--- src/rtl/fsg_pkg.sv ---
package fsg_pkg;
    localparam int STAT_W   = 8;
    localparam int POLL_POS = 7;
    localparam int TOG_POS  = 6;
    localparam int ERR_POS  = 5;
    localparam int WIN_POS  = 3;
    localparam logic [STAT_W-1:0] RESV_MASK = 8'h17;

    typedef enum logic {
        OP_PROG  = 1'b0,
        OP_ERASE = 1'b1
    } op_kind_e;

    typedef struct packed {
        logic     eng;
        op_kind_e kind;
        logic     wbit;
        logic     err;
        logic     win;
        logic     susp;
    } core_st_t;

    typedef struct packed {
        logic strb;
        logic tog;
    } tog_st_t;
endpackage

--- src/rtl/fsg_toggle.sv ---
module fsg_toggle
    import fsg_pkg::*;
(
    input  logic clk,
    input  logic rst_n,
    input  logic rd_strobe,
    input  logic enable,
    output logic tog
);
    tog_st_t st_d, st_q;

    always_comb begin
        st_d      = st_q;
        st_d.strb = rd_strobe;
        if (rd_strobe && !st_q.strb && enable) begin
            st_d.tog = !st_q.tog;
        end
    end

    always_ff @(posedge clk) begin
        if (!rst_n) begin
            st_q <= '0;
        end else begin
            st_q <= st_d;
        end
    end

    assign tog = st_q.tog;

    AST_TOG_ONE_STEP: assert property (@(posedge clk) disable iff (!rst_n)
        (st_q.tog != $past(st_q.tog)) |-> $past(rd_strobe && !st_q.strb && enable));

    AST_TOG_FROZEN: assert property (@(posedge clk) disable iff (!rst_n)
        (!enable) |=> $stable(st_q.tog));
endmodule

--- src/rtl/fsg_guard_timer.sv ---
module fsg_guard_timer #(
    parameter int CYCLES = 20
) (
    input  logic clk,
    input  logic rst_n,
    input  logic fire,
    output logic active
);
    localparam int CW = $clog2(CYCLES + 1);
    localparam logic [CW-1:0] LOAD = CW'(CYCLES);

    logic [CW-1:0] cnt_d, cnt_q;

    always_comb begin
        cnt_d = cnt_q;
        if (fire) begin
            cnt_d = LOAD;
        end else if (cnt_q != '0) begin
            cnt_d = cnt_q - 1'b1;
        end
    end

    always_ff @(posedge clk) begin
        if (!rst_n) begin
            cnt_q <= '0;
        end else begin
            cnt_q <= cnt_d;
        end
    end

    assign active = (cnt_q != '0);

    AST_GUARD_BOUND: assert property (@(posedge clk) disable iff (!rst_n)
        cnt_q <= LOAD);

    AST_GUARD_COUNTDOWN: assert property (@(posedge clk) disable iff (!rst_n)
        (cnt_q != '0 && !fire) |=> (cnt_q == $past(cnt_q) - 1'b1));
endmodule

--- src/rtl/fsg_pack.sv ---
module fsg_pack
    import fsg_pkg::*;
(
    input  logic              show_busy,
    input  op_kind_e          kind,
    input  logic              wbit,
    input  logic              tog,
    input  logic              err,
    input  logic              win_open,
    output logic [STAT_W-1:0] stat
);
    always_comb begin
        stat = '0;
        if (kind == OP_ERASE) begin
            stat[POLL_POS] = !show_busy;
            stat[WIN_POS]  = !win_open;
        end else begin
            stat[POLL_POS] = show_busy ? !wbit : wbit;
            stat[WIN_POS]  = 1'b0;
        end
        stat[TOG_POS] = tog;
        stat[ERR_POS] = err;
    end
endmodule

--- src/rtl/flash_status_gen.sv ---
module flash_status_gen
    import fsg_pkg::*;
#(
    parameter int PROT_HOLD_CYCLES = 20
) (
    input  logic       clk,
    input  logic       rst_n,
    input  logic       eng_busy,
    input  logic       op_is_erase,
    input  logic       prog_bit,
    input  logic       fail_pulse,
    input  logic       clr_error,
    input  logic       window_open,
    input  logic       susp_ack,
    input  logic       rd_strobe,
    input  logic       prot_start,
    input  logic [7:0] array_data,
    output logic [7:0] status,
    output logic [7:0] dout,
    output logic       sel_status
);
    core_st_t st_d, st_q;
    logic guard_on;
    logic ind_busy;
    logic start_eng;
    logic prot_fire;
    logic tog_bit;

    assign ind_busy  = st_q.eng || guard_on;
    assign start_eng = eng_busy && !st_q.eng && !guard_on;
    assign prot_fire = prot_start && !ind_busy && !eng_busy;

    always_comb begin
        st_d      = st_q;
        st_d.eng  = eng_busy;
        st_d.win  = window_open;
        st_d.susp = susp_ack;
        if (start_eng || prot_fire) begin
            st_d.kind = op_kind_e'(op_is_erase);
            st_d.wbit = prog_bit;
        end
        if (clr_error) begin
            st_d.err = 1'b0;
        end else if (fail_pulse) begin
            st_d.err = 1'b1;
        end
    end

    always_ff @(posedge clk) begin
        if (!rst_n) begin
            st_q <= '{eng: 1'b0, kind: OP_ERASE, wbit: 1'b0,
                      err: 1'b0, win: 1'b0, susp: 1'b0};
        end else begin
            st_q <= st_d;
        end
    end

    assign sel_status = ind_busy && !((st_q.kind == OP_ERASE) && st_q.susp);

    fsg_guard_timer #(.CYCLES(PROT_HOLD_CYCLES)) u_guard (
        .clk    (clk),
        .rst_n  (rst_n),
        .fire   (prot_fire),
        .active (guard_on)
    );

    fsg_toggle u_tog (
        .clk       (clk),
        .rst_n     (rst_n),
        .rd_strobe (rd_strobe),
        .enable    (sel_status),
        .tog       (tog_bit)
    );

    fsg_pack u_pack (
        .show_busy (ind_busy),
        .kind      (st_q.kind),
        .wbit      (st_q.wbit),
        .tog       (tog_bit),
        .err       (st_q.err),
        .win_open  (st_q.win),
        .stat      (status)
    );

    assign dout = sel_status ? status : array_data;

    AST_ERR_STICKY: assert property (@(posedge clk) disable iff (!rst_n)
        (status[ERR_POS] && !clr_error) |=> status[ERR_POS]);

    AST_IDLE_PASSTHRU: assert property (@(posedge clk) disable iff (!rst_n)
        (!sel_status) |-> (dout == array_data));

    AST_ERASE_POLL_LOW: assert property (@(posedge clk) disable iff (!rst_n)
        (sel_status && st_q.kind == OP_ERASE) |-> !dout[POLL_POS]);

    AST_RESV_ZERO: assert property (@(posedge clk) disable iff (!rst_n)
        (status & RESV_MASK) == '0);
endmodule

--- config.mk ---
export PLATFORM = sky130hd
export DESIGN_NAME = flash_status_gen
export DESIGN_NICKNAME = d
export VERILOG_FILES = /design/src/rtl/fsg_pkg.sv /design/src/rtl/fsg_toggle.sv /design/src/rtl/fsg_guard_timer.sv /design/src/rtl/fsg_pack.sv /design/src/rtl/flash_status_gen.sv
export SDC_FILE = /design/constraint.sdc
export NUM_CORES = 1
export LEC_CHECK = 0
export ABC_AREA = 1
export CAP_MARGIN = 40
export CORE_MARGIN = 4
export CORE_UTILIZATION = 42
export CTS_CLUSTER_SIZE = 8
export DETAILED_ROUTE_END_ITERATION = 10
export GPL_TIMING_DRIVEN = 0
export PLACE_DENSITY = 0.92
export SYNTH_ARGS = -nofsm -noshare
export SYNTH_HDL_FRONTEND = slang
export SYNTH_SLANG_ARGS = --single-unit
export TNS_END_PERCENT = 50
--- constraint.sdc ---
create_clock -name clk -period 2.75 [get_ports clk]
set_clock_uncertainty 0.05 [all_clocks]
set_input_delay 0.6875 -clock clk [delete_from_list [all_inputs] [get_ports clk]]
set_output_delay 0.6875 -clock clk [all_outputs]
set_load 0.02 [all_outputs]
==> results of run 1 <==
cells in the mapped netlist:
master	instances
sky130_fd_sc_hd__nand2_4	1
sky130_fd_sc_hd__nand2_1	26
sky130_fd_sc_hd__nand3_2	1
sky130_fd_sc_hd__nand4_1	1
sky130_fd_sc_hd__nor2_2	2
sky130_fd_sc_hd__dfxtp_1	13
sky130_fd_sc_hd__nand3b_1	1
sky130_fd_sc_hd__inv_2	1
sky130_fd_sc_hd__o21ai_0	4
sky130_fd_sc_hd__nand4_4	1
sky130_fd_sc_hd__nor2_4	1
sky130_fd_sc_hd__nand3_4	1
sky130_fd_sc_hd__ha_1	1
sky130_fd_sc_hd__inv_1	22
sky130_fd_sc_hd__nand3_1	2
sky130_fd_sc_hd__buf_2	1
sky130_fd_sc_hd__conb_1	1
sky130_fd_sc_hd__xor2_1	3
sky130_fd_sc_hd__nor3_1	2
sky130_fd_sc_hd__buf_4	6
sky130_fd_sc_hd__nor2_1	14
sky130_fd_sc_hd__a21oi_1	2
cell type report:
type | count | area [µm²]
sequential | 13 | 260.3
clock buffer | 4 | 26.28
buffer | 7 | 50.05
inverter | 23 | 86.33
timing repair buffer | 30 | 317.8
tap | 16 | 20.02
multi-input combinational | 67 | 354.1
fill | 129 | 461.7
what timing repair did:
| item | in CTS | in global routing |
|---|---|---|
| gates resized for setup | 3 | 8 |
| endpoints found under the hold margin | 0 | 0 |
| setup endpoints to repair | 10 | 8 |
| pin swaps | 0 | 0 |
worst min-delay path, stage by stage, from the launching register on:
cell and delay, ns:
sky130_fd_sc_hd__dfxtp_1 0.32, sky130_fd_sc_hd__nand2_1 0.06, sky130_fd_sc_hd__a21oi_1 0.05
metal layers:
| metal | global-route usage [%] | wire [µm] |
|---|---|---|
| met1 | 12.52 | 585 |
| met2 | 28.41 | 938 |
| met3 | 2.711 | 141 |
| met4 | 9.677 | 46 |
| met5 | 0 | 0 |
cells by family after synthesis:
kind of cell	after synthesis	share of synthesized area [%]
adder cells (fa/ha/maj)	1	1.698
AO/OA/AOI/OAI	6	4.075
XOR/XNOR	3	3.566
buffers and inverters	30	18.50
other	1	0.5088
AND/OR/NAND/NOR	53	36.33
flip-flops	13	35.31
worst max path at each step:
stage | start | end | slack [ns] | cells past startpoint
6_report | u_guard.cnt_q[0] | dout[5] | 0.28 | 8
5_1_grt | u_guard.cnt_q[0] | dout[3] | 0.13 | 8
4_1_cts | u_guard.cnt_q[0] | dout[4] | 0.005 | 7
3_3_place_gp | array_data[6] | dout[6] | 0.13 | 4
3_5_place_dp | array_data[6] | dout[6] | 0.13 | 4
2_1_floorplan | u_guard.cnt_q[0] | dout[6] | 0.62 | 5
sequential cells by signal, indices dropped and copies added, names as in the netlist:
name,flops
st_q,6
u_guard.cnt_q,5
u_tog.st_q,1
u_tog.tog,1
power breakdown:
part / total, mW / leakage (nW) / switching (mW) / internal (mW)
Combinational: 0.751 / 0.553 / 0.433 / 0.318
Sequential: 0.282 / 0.108 / 0.0433 / 0.239
Clock: 0.122 / 0.0150 / 0.0652 / 0.0564
==> impl_metrics.toml, run 1 <==
[run_status]
status = "complete, no violations"

[place]
pre_cts_setup_slack_ns = 0.1284
dp_cells = 156
hpwl_detailed_mm = 1.437
gp_congestion = 0.7395
io_buffers = 30
dpl-instance-area_um2 = 1069

[worst_setup_path]
cpMostUsedCell = "sky130_fd_sc_hd__nand2_1"
timing.critical_path.to_type = "output port"
reg2reg_from = "u_guard.cnt_q[0]"
timing.reg2reg.worst_path_depth = 7
worst_ep_arrival_time_ns = 1.74
critical_path.top_delay_family = "buffers and inverters"
worstPathCellList = "inv_1 > ha_2 > nand4_4 > nand2_4 > inv_2 > nand2_1 > nand2_1 > dlygate4sd2_1"
ff2ff_setup_slack_ns = 1.39
max_incr_delay_on_cp_ns = 0.38
critPathSlowestCell = "sky130_fd_sc_hd__dfxtp_1"
critical_path.reg2reg.endpoint = "u_guard.cnt_q[3]"
critPathRequiredTime_ns = 2.01
path_max_fanout = 7
cp.buffers_inverters = 3
setup_crit_path_kind = "reg2out"
startpoint_type = "flip-flop"

[routing]
dr_total_vias = 735
post_drt_via_cell_ratio = 4.594
drt-wirelength-per-cell_um = 10.69
drt-pass1-iter-count = 4
drt.antenna.violating_nets = 0
drc = 0
route.final.wire_length_mm = 1.711
drt_iter0_markers = 8

[cells_and_area]
design_area_um2 = 1115
mostFrequentLayoutCell = "sky130_fd_sc_hd__nand2_1"
post_route_cells_drive_above_1_share_pct = 13.19
layout_stage_area_growth_over_the_synthesis_result_pct = 51.27
layout.cells.non_filler = 160
antenna_cells = 0
design.final.nets = 165
most-common-layout-cells = "26 x sky130_fd_sc_hd__nand2_1, 22 x sky130_fd_sc_hd__inv_1, 20 x sky130_fd_sc_hd__clkdlybuf4s50_1"
finish.utilization_pct = 70.71

[worst_hold_path]
min_path_cells = 2
hold_path_startpoint = "u_guard.cnt_q[4]"
hold_path_end = "u_guard.cnt_q[4]"
worst_hold_path_type = "reg2reg"

[yosys]
synth_area_leaders = "sky130_fd_sc_hd__dfxtp_1 35%, sky130_fd_sc_hd__nand2_1 13%, sky130_fd_sc_hd__inv_1 11%, sky130_fd_sc_hd__nor2_1 7.1%, sky130_fd_sc_hd__buf_4 6.1%"
postSynthCellCount = 107
number_of_synthesis_warnings = 0
ys_ff_latch = 13
synthesis.area_um2 = 737.0
postSynthAreaPerCell_um2 = 6.887
synth.yosys.seq_area_share_pct = 35.31
yosysTopAreaCellShare_pct = 35.31
synth.lib_cells_used.distinct = 22
yosysTopAreaCell = "sky130_fd_sc_hd__dfxtp_1"

[global_routing]
grt-ovfl-total = 0
vias_in_the_first_global_route = 699
grt_max_degree = 10
grt_antenna_before_repair = 0
groute.usage.overall_pct = 14.29
grt_pass1_wl_mm = 2.732

[power]
p_leak_nw = 0.6758
vdd.ir_drop.worst_mv = 0.7297
pwr_density_cell_nw_per_um2 = 1036
power.total_mw = 1.155

[clock_tree]
post_cts.repair.setup_buffers = 0
cts-hold-fix-buffers = 0
cts_tree = "done"
numCtsBuffers = 3
path_clk_slew_ns = 0.08
cts_max_path_buffers = 2
clkLatencyLatePin_ns = 0.28
clock_sink_count = 13
cts_max_level = 1
root_buffer = "sky130_fd_sc_hd__clkbuf_4"

[floorplan]
ios = 36
floorplan.initialDensity_pct = 46.75
core_region_area_um2 = 1577
core.rowCount = 14
die-area_um2 = 2489
floorplan.die.width_um = 49.89
die_h_um = 49.89

[timing]
period_needed_ns = 2.474
final_min_period_over_clock_period_pct = 89.95
setup_violations = 0
rsz0062_at_grt = "no"
final_hold_viol_count = 0
setup_total_negative_slack_ns = 0
final.setup.worst_slack_ns = 0.2763
hold_slack_ns = 0.4207
achievable-frequency_mhz = 404.3
drv_slew = 0

[flow_run]
drv.max_cap_violation_count = 0
Note: power is estimated with default switching activity, not from simulation.
==> run 2: changes to the inputs <==
--- a/config.mk
+++ b/config.mk
@@ -8,11 +8,13 @@
 export ABC_AREA = 1
 export CAP_MARGIN = 40
 export CORE_MARGIN = 4
-export CORE_UTILIZATION = 42
+export CORE_UTILIZATION = 50
 export CTS_CLUSTER_SIZE = 8
 export DETAILED_ROUTE_END_ITERATION = 10
+export DONT_BUFFER_PORTS = 1
 export GPL_TIMING_DRIVEN = 0
-export PLACE_DENSITY = 0.92
+export PLACE_DENSITY = 0.74
+export SLEW_MARGIN = 40
 export SYNTH_ARGS = -nofsm -noshare
 export SYNTH_HDL_FRONTEND = slang
 export SYNTH_SLANG_ARGS = --single-unit
==> impl_metrics.toml, run 2 (same netlist as run 1, synthesis figures left out) <==
[worst_hold_path]
worst_hold_path_type = "in2reg"
min_path_cells = 1
hold_path_startpoint = "clr_error"
hold_path_end = "st_q[2]"

[run_status]
status = "complete, no violations"

[clock_tree]
cts_max_level = 1
cts_resized = 0
clock_sink_count = 13
path_clk_slew_ns = 0.07
root_buffer = "sky130_fd_sc_hd__clkbuf_4"
cts_tree = "done"
numCtsBuffers = 3
cts_max_path_buffers = 2
cts-hold-fix-buffers = 0
clkLatencyLatePin_ns = 0.27
post_cts.repair.setup_buffers = 0

[place]
io_buffers = 0
dpl-instance-area_um2 = 767.0
gp_congestion = 0.6978
hpwl_detailed_mm = 1.090

[timing]
drv_slew = 0
period_needed_ns = 2.502
achievable-frequency_mhz = 399.7
rsz0062_at_grt = "no"
setup_total_negative_slack_ns = 0
headroom_to_the_max_slew_limit_pct = 57.68
worst-slew-pin-transition_ns = 0.6281
final_min_period_over_clock_period_pct = 90.98
final_hold_viol_count = 0
hold_slack_ns = 0.4329
setup_violations = 0

[flow_run]
drv.max_cap_violation_count = 0

[routing]
drt.antenna.violating_nets = 0
uppermost_routed_layer = "met4"
met1Wirelength_um = 514
wl_met3_um = 162
sum_of_met2_wire_segment_lengths_after_detailed_routing_um = 564
drc = 0
drt-wirelength-per-cell_um = 9.915
post_drt_via_cell_ratio = 4.690
dr_total_vias = 605
route.final.wire_length_mm = 1.279
drt-pass1-iter-count = 4
drt_iter0_markers = 3

[floorplan]
ios = 36
die_h_um = 46.39
die-area_um2 = 2152
core.rowCount = 13
floorplan.initialDensity_pct = 54.59
floorplan.die.width_um = 46.39
core_region_area_um2 = 1350

[global_routing]
grt_max_degree = 10
grt-ovfl-total = 0
groute.usage.overall_pct = 12.88
grt_pass1_wl_mm = 1.959
grt_antenna_before_repair = 0
vias_in_the_first_global_route = 520

[worst_setup_path]
worst_ep_arrival_time_ns = 1.76
critPathRequiredTime_ns = 2.01
timing.reg2reg.worst_path_depth = 7
cp.buffers_inverters = 1
worstPathCellList = "inv_1 > ha_1 > nand4_4 > nand2_4 > o21ai_0"
ff2ff_setup_slack_ns = 1.36
startpoint_type = "flip-flop"
worstSetupPathDepth = 5
critical_path.top_delay_family = "compound AO/OA/AOI/OAI gates"
path_max_fanout = 6
critPathSlowestCell = "sky130_fd_sc_hd__o21ai_0"
max_incr_delay_on_cp_ns = 0.51
timing.critical_path.to_type = "output port"
critical_path.reg2reg.endpoint = "u_guard.cnt_q[3]"
setup_crit_path_kind = "reg2out"
reg2reg_from = "u_guard.cnt_q[0]"

[cells_and_area]
design_area_um2 = 793.3
design.final.nets = 135
largest_reg_flops = 6
most-common-layout-cells = "26 x sky130_fd_sc_hd__nand2_1, 22 x sky130_fd_sc_hd__inv_1, 14 x sky130_fd_sc_hd__nor2_1"
mostFrequentLayoutCell = "sky130_fd_sc_hd__nand2_1"
post_route_cells_drive_above_1_share_pct = 15.79
antenna_cells = 0
finish.utilization_pct = 58.76
reg.largest.list = "st_q (6), u_guard.cnt_q (5)"
registers.top_by_ff_count = "st_q"
layout_stage_area_growth_over_the_synthesis_result_pct = 7.640

[power]
vdd.ir_drop.worst_mv = 0.5560
power.total_uw = 967.7
p_leak_nw = 0.4530
pwr_density_cell_nw_per_um2 = 1220
[run 2: cell types whose count changed in the layout (fill, tap and decap cells not counted), sizes merged]
| cell | previous run | this run |
|---|---|---|
| clkdlybuf4s50 | 20 | 0 |
| dlygate4sd2 | 2 | 0 |
| dlymetal6s2s | 8 | 0 |
[run 2: area by class of cell]
cell class | count | area (µm²)
Fill cell | 142 | 556.8
Multi-Input combinational cell | 67 | 351.6
Sequential cell | 13 | 260.3
Inverter | 23 | 86.33
Buffer | 7 | 50.05
Clock buffer | 4 | 26.28
Tap cell | 15 | 18.77
[run 2: metrics by stage]
stage | setup slack, ns | cells
final | 0.2480 | 129
after global routing | 0.1582 | 129
after CTS | 0.2217 | 129
after detailed placement | 0.5294 | 125
after global placement | 0.5372 | 125
after floorplan | 0.6240 | 110
[run 2: worst max path at each step]
stage                          start  endpoint  slack, ns
finish              u_guard.cnt_q[0]   dout[6]       0.25
global route        u_guard.cnt_q[0]   dout[6]       0.16
CTS                 u_guard.cnt_q[0]   dout[6]       0.22
detailed placement  u_guard.cnt_q[0]   dout[6]       0.53
global placement    u_guard.cnt_q[0]   dout[6]       0.54
floorplan           u_guard.cnt_q[0]   dout[6]       0.62
[run 2: worst reg2reg max path, cell delays in order, from the launching register on]
cell and delay (ns):
sky130_fd_sc_hd__dfxtp_1 0.33, sky130_fd_sc_hd__inv_1 0.06, sky130_fd_sc_hd__ha_1 0.31, sky130_fd_sc_hd__nand3_4 0.14
sky130_fd_sc_hd__nor2_2 0.13, sky130_fd_sc_hd__nand3_2 0.09, sky130_fd_sc_hd__nand2_1 0.12, sky130_fd_sc_hd__nor2_1 0.06
[run 2: layer usage]
| metal | GRT usage [%] | up-vias |
|---|---|---|
| li1 | - | 324 |
| met1 | 14.52 | 245 |
| met2 | 21.70 | 30 |
| met3 | 2.344 | 6 |
| met4 | 8.523 | 0 |
| met5 | 0 | - |
[run 2: where the power goes]
part	switching (mW)	internal, mW	total [mW]
clock network	0.0588	0.0562	0.115
logic	0.394	0.176	0.570
registers	0.0436	0.239	0.283
==> run 3: changes to the inputs <==
--- a/config.mk
+++ b/config.mk
@@ -5,7 +5,6 @@
 export SDC_FILE = /design/constraint.sdc
 export NUM_CORES = 1
 export LEC_CHECK = 0
-export ABC_AREA = 1
 export CAP_MARGIN = 40
 export CORE_MARGIN = 4
 export CORE_UTILIZATION = 50
==> impl_metrics.toml, run 3 <==
[worst_setup_path]
critPathSlowestCell = "sky130_fd_sc_hd__or4b_4"
worstSetupPathDepth = 6
timing.critical_path.to_type = "output port"
worstPathCellList = "inv_2 > ha_4 > or4b_4 > o21ai_4 > inv_4 > mux2_4"
cp-endpoint = "dout[3]"
startpoint_type = "flip-flop"
critical_path.top_delay_family = "simple AND/OR/NAND/NOR gates"
critical_path.reg2reg.endpoint = "u_guard.cnt_q[2]"
reg2reg_from = "u_guard.cnt_q[1]"
crit_start = "u_guard.cnt_q[1]"
cp.buffers_inverters = 2
max_incr_delay_on_cp_ns = 0.50
critPathRequiredTime_ns = 2.01
worst_ep_arrival_time_ns = 1.98
setup_crit_path_kind = "reg2out"
timing.reg2reg.worst_path_depth = 8
ff2ff_setup_slack_ns = 0.74
path_max_fanout = 4

[cells_and_area]
layout_stage_area_growth_over_the_synthesis_result_pct = 18.81
design.final.nets = 117
most-common-layout-cells = "14 x sky130_fd_sc_hd__buf_4, 11 x sky130_fd_sc_hd__dfxtp_1, 7 x sky130_fd_sc_hd__nor2_1"
finish.utilization_pct = 64.97
mostFrequentLayoutCell = "sky130_fd_sc_hd__buf_4"
reg.largest.list = "st_q (6), u_guard.cnt_q (5)"
largest_reg_flops = 6
fillCellCount = 112
antenna_cells = 0
post_route_cells_drive_above_1_share_pct = 38.54
registers.top_by_ff_count = "st_q"

[clock_tree]
root_buffer = "sky130_fd_sc_hd__clkbuf_4"
clock_sink_count = 13
numCtsBuffers = 3
clkLatencyLatePin_ns = 0.27
cts_tree = "done"
cts_max_level = 1
path_clk_slew_ns = 0.08
cts_max_path_buffers = 2
cts-hold-fix-buffers = 0

[timing]
rsz0062_at_grt = "yes"
final.setup.worst_slack_ns = 0.02953
final_hold_viol_count = 0
final_min_period_over_clock_period_pct = 98.93
achievable-frequency_mhz = 367.6
period_needed_ns = 2.720
hold_slack_ns = 0.4301
setup_violations = 0
setup_total_negative_slack_ns = 0
drv_slew = 0

[worst_hold_path]
worst_hold_path_type = "in2reg"

[global_routing]
vias_in_the_first_global_route = 560
groute.usage.overall_pct = 15.76
grt-ovfl-total = 0
grt_pass1_wl_mm = 2.352
grt_max_degree = 11
grt_antenna_before_repair = 0

[routing]
drt-pass1-iter-count = 4
drc = 0
drt.antenna.violating_nets = 0
dr_total_vias = 594
drt-wirelength-per-cell_um = 13.89
route.final.wire_length_mm = 1.542
drt_iter0_markers = 9
post_drt_via_cell_ratio = 5.351

[yosys]
yosysTopAreaCellShare_pct = 35.25
postSynthAreaPerCell_um2 = 9.003
synth.lib_cells_used.distinct = 34
yosysTopAreaCell = "sky130_fd_sc_hd__dfxtp_1"
synth_area_leaders = "sky130_fd_sc_hd__dfxtp_1 35%, sky130_fd_sc_hd__buf_4 6.1%, sky130_fd_sc_hd__mux2i_1 5.4%, sky130_fd_sc_hd__and2_2 4.1%, sky130_fd_sc_hd__nor2_1 3.6%"
postSynthCellCount = 82
number_of_synthesis_warnings = 0
synthMostInstantiatedCell = "sky130_fd_sc_hd__dfxtp_1"
async_reset_ff_share_pct = 0
synth_edf_count = 0
yosys-top-cells-count = "13 x sky130_fd_sc_hd__dfxtp_1, 7 x sky130_fd_sc_hd__nor2_1, 6 x sky130_fd_sc_hd__buf_4"
ys_ff_latch = 13
synthesis.area_um2 = 738.2
synth.yosys.seq_area_share_pct = 35.25
synth_flop_cell = "sky130_fd_sc_hd__dfxtp_1"

[power]
p_sw_share_pct = 42.83
p_leak_nw = 0.3854
cell_internal_pwr_uw = 587.8
power.total_mw = 1.028
netSwitchingPower_uw = 440.3
p_seq_share_pct = 27.2
vdd.ir_drop.worst_mv = 0.5471
comb_power_share_pct = 61.4
pwr_density_cell_nw_per_um2 = 1172
p_clk_share_pct = 11.4

[place]
gp_congestion = 0.7297
io_buffers = 0
hpwl_detailed_mm = 1.082
pre_cts_setup_slack_ns = 0.05315

[floorplan]
core_region_area_um2 = 1350
floorplan.die.width_um = 46.43
ios = 36
floorplan.initialDensity_pct = 54.68
core.rowCount = 13
die_h_um = 46.43
die-area_um2 = 2155

[flow_run]
drv.max_cap_violation_count = 0

[run_status]
status = "complete, no violations"
-- run 3: cell types whose count changed in the layout (fill, tap and decap cells not counted), moves of 3 or more --
cell / change
sky130_fd_sc_hd__nand2b_1: +3
sky130_fd_sc_hd__mux2i_1: +4
sky130_fd_sc_hd__and2_1: +4
sky130_fd_sc_hd__buf_4: +8
sky130_fd_sc_hd__xor2_1: -3
sky130_fd_sc_hd__o21ai_0: -3
sky130_fd_sc_hd__and2_2: +4
sky130_fd_sc_hd__nor2_1: -7
sky130_fd_sc_hd__nand2_1: -21
sky130_fd_sc_hd__inv_1: -19
-- run 3: area by class of cell --
| class | instances | area, µm² | area share [%] |
|---|---|---|---|
| buffer | 7 | 48.80 | 5.563 |
| clock buffer | 4 | 26.28 | 2.996 |
| inverter | 6 | 25.02 | 2.853 |
| multi-input combinational | 58 | 435.4 | 49.64 |
| sequential | 13 | 262.8 | 29.96 |
| tap | 15 | 18.77 | 2.140 |
| timing repair buffer | 8 | 60.06 | 6.847 |
-- run 3: worst min path at each step --
stage	endpoint	cells after the start	slack [ns]	start
floorplan	st_q[3]	2	0.40	st_q[3]
global placement	st_q[3]	2	0.41	st_q[3]
detailed placement	st_q[3]	2	0.42	st_q[3]
CTS	st_q[2]	1	0.43	clr_error
global route	st_q[2]	1	0.42	clr_error
finish	st_q[2]	1	0.43	clr_error
-- run 3: cells by family after synthesis --
logic type | after synthesis | share of synthesized area, %
xor+xnor | 1 | 1.187
fa+ha+maj | 1 | 1.695
flops | 13 | 35.25
mux | 7 | 10.51
simple gates | 35 | 28.99
compound gates | 10 | 10.34
other cells | 1 | 0.5080
buf+inv | 14 | 11.53
-- run 3: layer usage --
metal	vias to the layer above	global-route usage (%)	part of all wire [%]
li1	292	-	-
met1	272	16.47	37
met2	25	28.57	51
met3	5	2.344	8.9
met4	0	10.23	2.6
met5	-	0	0
-- run 3: per-stage QoR --
step | instance area, µm² | cells
after floorplan | 749.5 | 85
after global placement | 768.2 | 100
after detailed placement | 768.2 | 100
after CTS | 862.1 | 110
after global routing | 877.1 | 111
final | 877.1 | 111
-- run 3: timing repair --
| item | CTS | global route |
|---|---|---|
| gates resized for setup | 8 | 1 |
| cloned | 0 | 0 |
| pin swaps | 2 | 1 |
| setup buffers | 7 | 1 |
| endpoints found under the setup margin | 9 | 4 |
-- run 3: power groups by stage --
| stage | Combinational [mW] | Sequential [mW] | Clock [mW] |
|---|---|---|---|
| 6_report | 0.631 | 0.280 | 0.117 |
| 5_1_grt | 0.685 | 0.288 | 0.129 |
| 4_1_cts | 0.597 | 0.277 | 0.120 |
| 3_5_place_dp | 0.494 | 0.278 | 0 |
| 3_3_place_gp | 0.484 | 0.274 | 0 |
| 2_1_floorplan | 0.443 | 0.265 | 0 |
